$ cat src/rtl/irl_agg_pkg.sv
package irl_agg_pkg;

    localparam int N_SRC   = 13;
    localparam int WORD_W  = 16;
    localparam int LVL_W   = 4;
    localparam int WADDR_W = 5;

    localparam logic [WADDR_W-1:0] WA_ENABLE = 5'h00;
    localparam logic [WADDR_W-1:0] WA_POWER  = 5'h18;
    localparam logic [WADDR_W-1:0] WA_IDENT  = 5'h19;
    localparam logic [WADDR_W-1:0] WA_LATCH  = 5'h1B;

    localparam logic [WORD_W-1:0] IDENT_VALUE = 16'h0010;

    typedef enum logic [2:0] {
        SEL_ENABLE,
        SEL_POWER,
        SEL_IDENT,
        SEL_LATCH,
        SEL_NONE
    } reg_sel_e;

    typedef struct packed {
        logic                wr;
        logic                rd;
        reg_sel_e            sel;
        logic [WORD_W-1:0]   data;
    } bus_req_t;

    // Bit position in the status / enable word owned by the line of rank idx.
    function automatic int route_bit(input int idx);
        case (idx)
            0:       route_bit = 11;
            1:       route_bit = 9;
            2:       route_bit = 8;
            3:       route_bit = 12;
            4:       route_bit = 10;
            5:       route_bit = 6;
            6:       route_bit = 5;
            7:       route_bit = 4;
            8:       route_bit = 7;
            9:       route_bit = 14;
            10:      route_bit = 13;
            11:      route_bit = 0;
            default: route_bit = 15;
        endcase
    endfunction

    function automatic reg_sel_e decode_addr(input logic [WADDR_W-1:0] a);
        case (a)
            WA_ENABLE: decode_addr = SEL_ENABLE;
            WA_POWER:  decode_addr = SEL_POWER;
            WA_IDENT:  decode_addr = SEL_IDENT;
            WA_LATCH:  decode_addr = SEL_LATCH;
            default:   decode_addr = SEL_NONE;
        endcase
    endfunction

endpackage

$ cat src/rtl/irl_src_map.sv
module irl_src_map
    import irl_agg_pkg::*;
#(
    parameter int NSRC  = N_SRC,
    parameter int WIDTH = WORD_W
) (
    input  logic [NSRC-1:0]  src_i,
    output logic [WIDTH-1:0] status_o
);

    // Scatter each line onto its routed bit; unrouted bits stay zero.
    always_comb begin
        status_o = '0;
        for (int i = 0; i < NSRC; i++) begin
            status_o[route_bit(i)] = src_i[i];
        end
    end

endmodule

$ cat src/rtl/irl_prio_enc.sv
module irl_prio_enc
    import irl_agg_pkg::*;
#(
    parameter int NSRC  = N_SRC,
    parameter int WIDTH = WORD_W,
    parameter int LW    = LVL_W
) (
    input  logic [WIDTH-1:0] pend_i,
    output logic [LW-1:0]    code_o
);

    logic [LW-1:0] win;

    // Scan from least to most urgent so the smallest pending rank is last to win.
    always_comb begin
        win = '1;
        for (int i = NSRC - 1; i >= 0; i--) begin
            if (pend_i[route_bit(i)]) begin
                win = LW'(i);
            end
        end
        code_o = win ^ {LW{1'b1}};
    end

endmodule

$ cat src/rtl/irl_regfile.sv
module irl_regfile
    import irl_agg_pkg::*;
#(
    parameter int AW    = WADDR_W,
    parameter int WIDTH = WORD_W
) (
    input  logic             clk,
    input  logic             rst,
    input  logic [AW-1:0]    addr_i,
    input  logic [WIDTH-1:0] wdata_i,
    input  logic             wr_i,
    input  logic             rd_i,
    output logic [WIDTH-1:0] rdata_o,
    output logic [WIDTH-1:0] enable_o,
    output logic             off_req_o
);

    bus_req_t          req;
    logic [WIDTH-1:0]  enable_q;
    logic [WIDTH-1:0]  latch_q;
    logic              off_q;

    always_comb begin
        req.wr   = wr_i;
        req.rd   = rd_i;
        req.sel  = decode_addr(addr_i);
        req.data = wdata_i;
    end

    always_ff @(posedge clk) begin
        if (rst) begin
            enable_q <= '0;
            latch_q  <= '0;
            off_q    <= 1'b0;
        end else begin
            off_q <= req.wr && (req.sel == SEL_POWER) && req.data[0];
            if (req.wr && req.sel == SEL_ENABLE) begin
                enable_q <= req.data;
            end
            if (req.wr && req.sel == SEL_LATCH) begin
                latch_q <= req.data;
            end
        end
    end

    always_comb begin
        rdata_o = '0;
        if (req.rd) begin
            case (req.sel)
                SEL_ENABLE: rdata_o = enable_q;
                SEL_LATCH:  rdata_o = latch_q;
                SEL_IDENT:  rdata_o = IDENT_VALUE;
                default:    rdata_o = '0;
            endcase
        end
    end

    assign enable_o  = enable_q;
    assign off_req_o = off_q;

endmodule

$ cat src/rtl/irl_aggregator.sv
module irl_aggregator
    import irl_agg_pkg::*;
#(
    parameter int NSRC  = N_SRC,
    parameter int WIDTH = WORD_W,
    parameter int LW    = LVL_W,
    parameter int AW    = WADDR_W
) (
    input  logic             clk,
    input  logic             rst,
    input  logic [NSRC-1:0]  src_i,
    input  logic [AW-1:0]    addr_i,
    input  logic [WIDTH-1:0] wdata_i,
    input  logic             wr_i,
    input  logic             rd_i,
    output logic [WIDTH-1:0] rdata_o,
    output logic [LW-1:0]    level_o,
    output logic             off_req_o
);

    logic [WIDTH-1:0] status_w;
    logic [WIDTH-1:0] enable_w;
    logic [WIDTH-1:0] pend_w;
    logic [LW-1:0]    code_w;
    logic [LW-1:0]    level_q;

    irl_src_map #(.NSRC(NSRC), .WIDTH(WIDTH)) map_i (
        .src_i    (src_i),
        .status_o (status_w)
    );

    irl_regfile #(.AW(AW), .WIDTH(WIDTH)) regs_i (
        .clk       (clk),
        .rst       (rst),
        .addr_i    (addr_i),
        .wdata_i   (wdata_i),
        .wr_i      (wr_i),
        .rd_i      (rd_i),
        .rdata_o   (rdata_o),
        .enable_o  (enable_w),
        .off_req_o (off_req_o)
    );

    assign pend_w = status_w & enable_w;

    irl_prio_enc #(.NSRC(NSRC), .WIDTH(WIDTH), .LW(LW)) enc_i (
        .pend_i (pend_w),
        .code_o (code_w)
    );

    always_ff @(posedge clk) begin
        if (rst) begin
            level_q <= '0;
        end else begin
            level_q <= code_w;
        end
    end

    assign level_o = level_q;

endmodule

$ cat config.mk
export PLATFORM = sky130hd
export DESIGN_NAME = irl_aggregator
export DESIGN_NICKNAME = d
export VERILOG_FILES = /design/src/rtl/irl_agg_pkg.sv /design/src/rtl/irl_src_map.sv /design/src/rtl/irl_prio_enc.sv /design/src/rtl/irl_regfile.sv /design/src/rtl/irl_aggregator.sv
export SDC_FILE = /design/constraint.sdc
export NUM_CORES = 1
export LEC_CHECK = 0
export BUFFER_PORTS_ARGS = -buffer_cell sky130_fd_sc_hd__buf_2
export CAP_MARGIN = 5
export CORE_ASPECT_RATIO = 1.1
export CORE_MARGIN = 2
export CORE_UTILIZATION = 43
export DETAILED_ROUTE_END_ITERATION = 8
export GPL_ROUTABILITY_DRIVEN = 0
export PLACE_DENSITY_LB_ADDON = 0.12
export RECOVER_POWER = 25
export SETUP_SLACK_MARGIN = 0.2
export SYNTH_ARGS = -nofsm -noshare
export SYNTH_HDL_FRONTEND = slang
export SYNTH_SLANG_ARGS = --single-unit
$ cat constraint.sdc
create_clock -name clk -period 2.2 [get_ports clk]
set_clock_uncertainty 0.05 [all_clocks]
set_input_delay 0.44 -clock clk [delete_from_list [all_inputs] [get_ports clk]]
set_output_delay 0.44 -clock clk [all_outputs]
set_load 0.05 [all_outputs]
==> impl_metrics.toml <==
[place]
dp_hpwl_um = 3540
placed_area_um2 = 2360
io_buffers = 58

[timing]
timing.final.crit_share = 1.08
rsz0062_at_grt = "true"
fin_tns_setup_ps = -2510
hold_viol = 0
slew_viol_final = 0
fmax_ghz = 0.422
worst_slack_ps = -172
worst_slew_pin_slew_ps = 593
setup_violations = 16
slew_headroom = 0.606
finalCriticalPeriod_ps = 2370

[worst_hold_path]
min_path_type = "input pin to flop"
holdPathStages = 3

[detailed_routing]
vias = 1981
wl_per_cell_um = 14.8
drt_iter0_markers = 144
routed_wl_um = 5340
routed_via_density = 5.49
drtAntennaViolNets = 0
drcViolationCount = 0
drtPass1Iterations = 5

[floorplanning]
die_w_um = 64.2
rows = 24
die_h_um = 70.2
dieArea_um2 = 4500
coreArea_um2 = 3900
initial_core_util = 0.439
ioPinCount = 59

[setup_path]
startpoint_type = "input pin"
critical_path_required_ps = 1710
endpoint_kind = "output pin"
cp_max_fo = 5
rr_worst_depth = 4
crit_arrival_ps = 1880
critical_path_class = "input pin to output pin"

[power_and_ir_drop]
vdd_drop_max_mv = 0.366
finalPower_mw = 1.42
leakagePower_nw = 0.999
cellPowerDensity_nw_per_um2 = 514

[yosys]
seq_area_frac_synth = 0.432
synth-seq-cells = 37
synth_edf_count = 0
netlist_instances = 229
ys_types = 31
syn-mean-instance-area_um2 = 7.48
synth_top_area_frac = 0.432
yosys.area.top_type = "dfxtp_1"
async_flop_share = 0
ys.warnings.count = 0
syn_nets = 267
synthTopCellsByArea = "dfxtp_1, a21oi_1, nand2_1"
synthFlopType = "dfxtp_1"
netlist_area_um2 = 1710

[grt]
grt_pass1_wl_um = 9030
grt_pass1_vias = 1964
antenna_found_initial = 0
grt_overflow = 0
grt.total_usage = 0.257
grt_max_degree = 21

[cells_and_area]
fillCellCount = 341
drive_gt1_frac = 0.408
seq_area_um2 = 741
nets = 346
mostFrequentLayoutCell = "nand2_1"
area_growth_pct = 61.6
layout_common_cells = "nand2_1, dfxtp_1, buf_2, a21oi_1, nand3_1"
antenna-diode-count = 0
finalInstanceArea_um2 = 2770
multi_input_area_um2 = 1090

[clock_tree]
clock_latency_ps = 290
clock-sinks = 37
cts_hold_repair.buffers = 0
h-tree-depth = 2
cts_buffers = 5
cts_root_buffer = "clkbuf_8"
path_clk_slew_ps = 70
cts_tree = "yes"
clock_path_buffers = 2

[status]
violations = "setup timing"
status = "complete, but fails checks"

[job]
drv_cap = 0
==> cells in the mapped netlist (2+ instances only) <==
| library cell | number |
|---|---|
| dfxtp_1 | 37 |
| nand2_1 | 46 |
| a22oi_1 | 16 |
| a22o_1 | 2 |
| a32oi_1 | 2 |
| and2_1 | 2 |
| nor2_1 | 17 |
| o21ai_0 | 2 |
| buf_1 | 2 |
| a21oi_1 | 35 |
| clkbuf_1 | 12 |
| nand3_1 | 34 |
| buf_2 | 4 |
==> layer usage <==
layer / vias up / GRT usage / routed length (µm) / share of wire
li1: 969 / - / - / -
met1: 924 / 0.314 / 2210 / 0.41
met2: 74 / 0.434 / 2680 / 0.50
met3: 14 / 0.0596 / 325 / 0.061
met4: 0 / 0.104 / 133 / 0.025
met5: - / 0 / 0 / 0
==> report_power, final <==
group	internal [mW]	leakage, nW	switching [mW]
clock	0.369	0.0585	0.235
combinational	0.0633	0.643	0.0771
sequential	0.675	0.298	0.00400
==> final cells by class <==
type / instances / area share
well taps: 52 / 0.0235
flip-flops and latches: 37 / 0.268
repair buffers: 91 / 0.270
clock buffers: 7 / 0.0312
inverters: 1 / 0.00136
multi-input cells: 172 / 0.395
clock inverters: 1 / 0.0108
==> path summary, 6_finish.rpt <==
| kind | startpoint | end | slack (ps) |
|---|---|---|---|
| worst max register to register | regs_i.enable_o[4]$_SDFFE_PP0P_ | level_o[1]$_SDFF_PP0_ | 870 |
| worst max-delay path | addr_i[4] | rdata_o[12] | -170 |
| worst min-delay path | wdata_i[8] | regs_i.latch_q[8]$_SDFFE_PP0P_ | 360 |
| worst min register to register | regs_i.latch_q[4]$_SDFFE_PP0P_ | regs_i.latch_q[4]$_SDFFE_PP0P_ | 400 |
==> critical path: stages <==
cell,delay (ps)
buf_6,90
or4_4,540
nor2_4,160
buf_6,130
o21ai_4,90
buf_12,160
nor2_4,100
buf_6,160
==> flip-flops by register name, indices dropped and copies added (netlist names) <==
register,count
regs_i.latch_q,16
regs_i.off_req_o,1
level_o,4
regs_i.enable_o,16
==> per-stage QoR <==
stage,util,setup WS [ps],cells,hold slack (ps)
after CTS,0.706,-178,360,350
after global routing,0.709,-214,361,371
after global placement,0.604,-244,344,392
after detailed placement,0.604,-276,344,395
final,0.709,-172,361,356
after floorplan,-,-64.1,229,383
==> logic make-up (layout without fill, tap and decap cells) <==
kind of cell / count (synthesis) / after routing / synth area share
flip-flops: 37 / 37 / 0.432
AND/OR/NAND/NOR: 106 / 106 / 0.278
AO/OA/AOI/OAI: 66 / 66 / 0.239
buffers and inverters: 20 / 100 / 0.0511
==> repair_timing <==
item                                    4_1_cts  5_1_grt
pin swaps                                     7        3
setup buffers                                 6        1
gates resized for setup                      50        2
endpoints found under the setup margin       16       16
gates cloned                                  2        0
No activity file was read; power rests on OpenSTA's default activity.
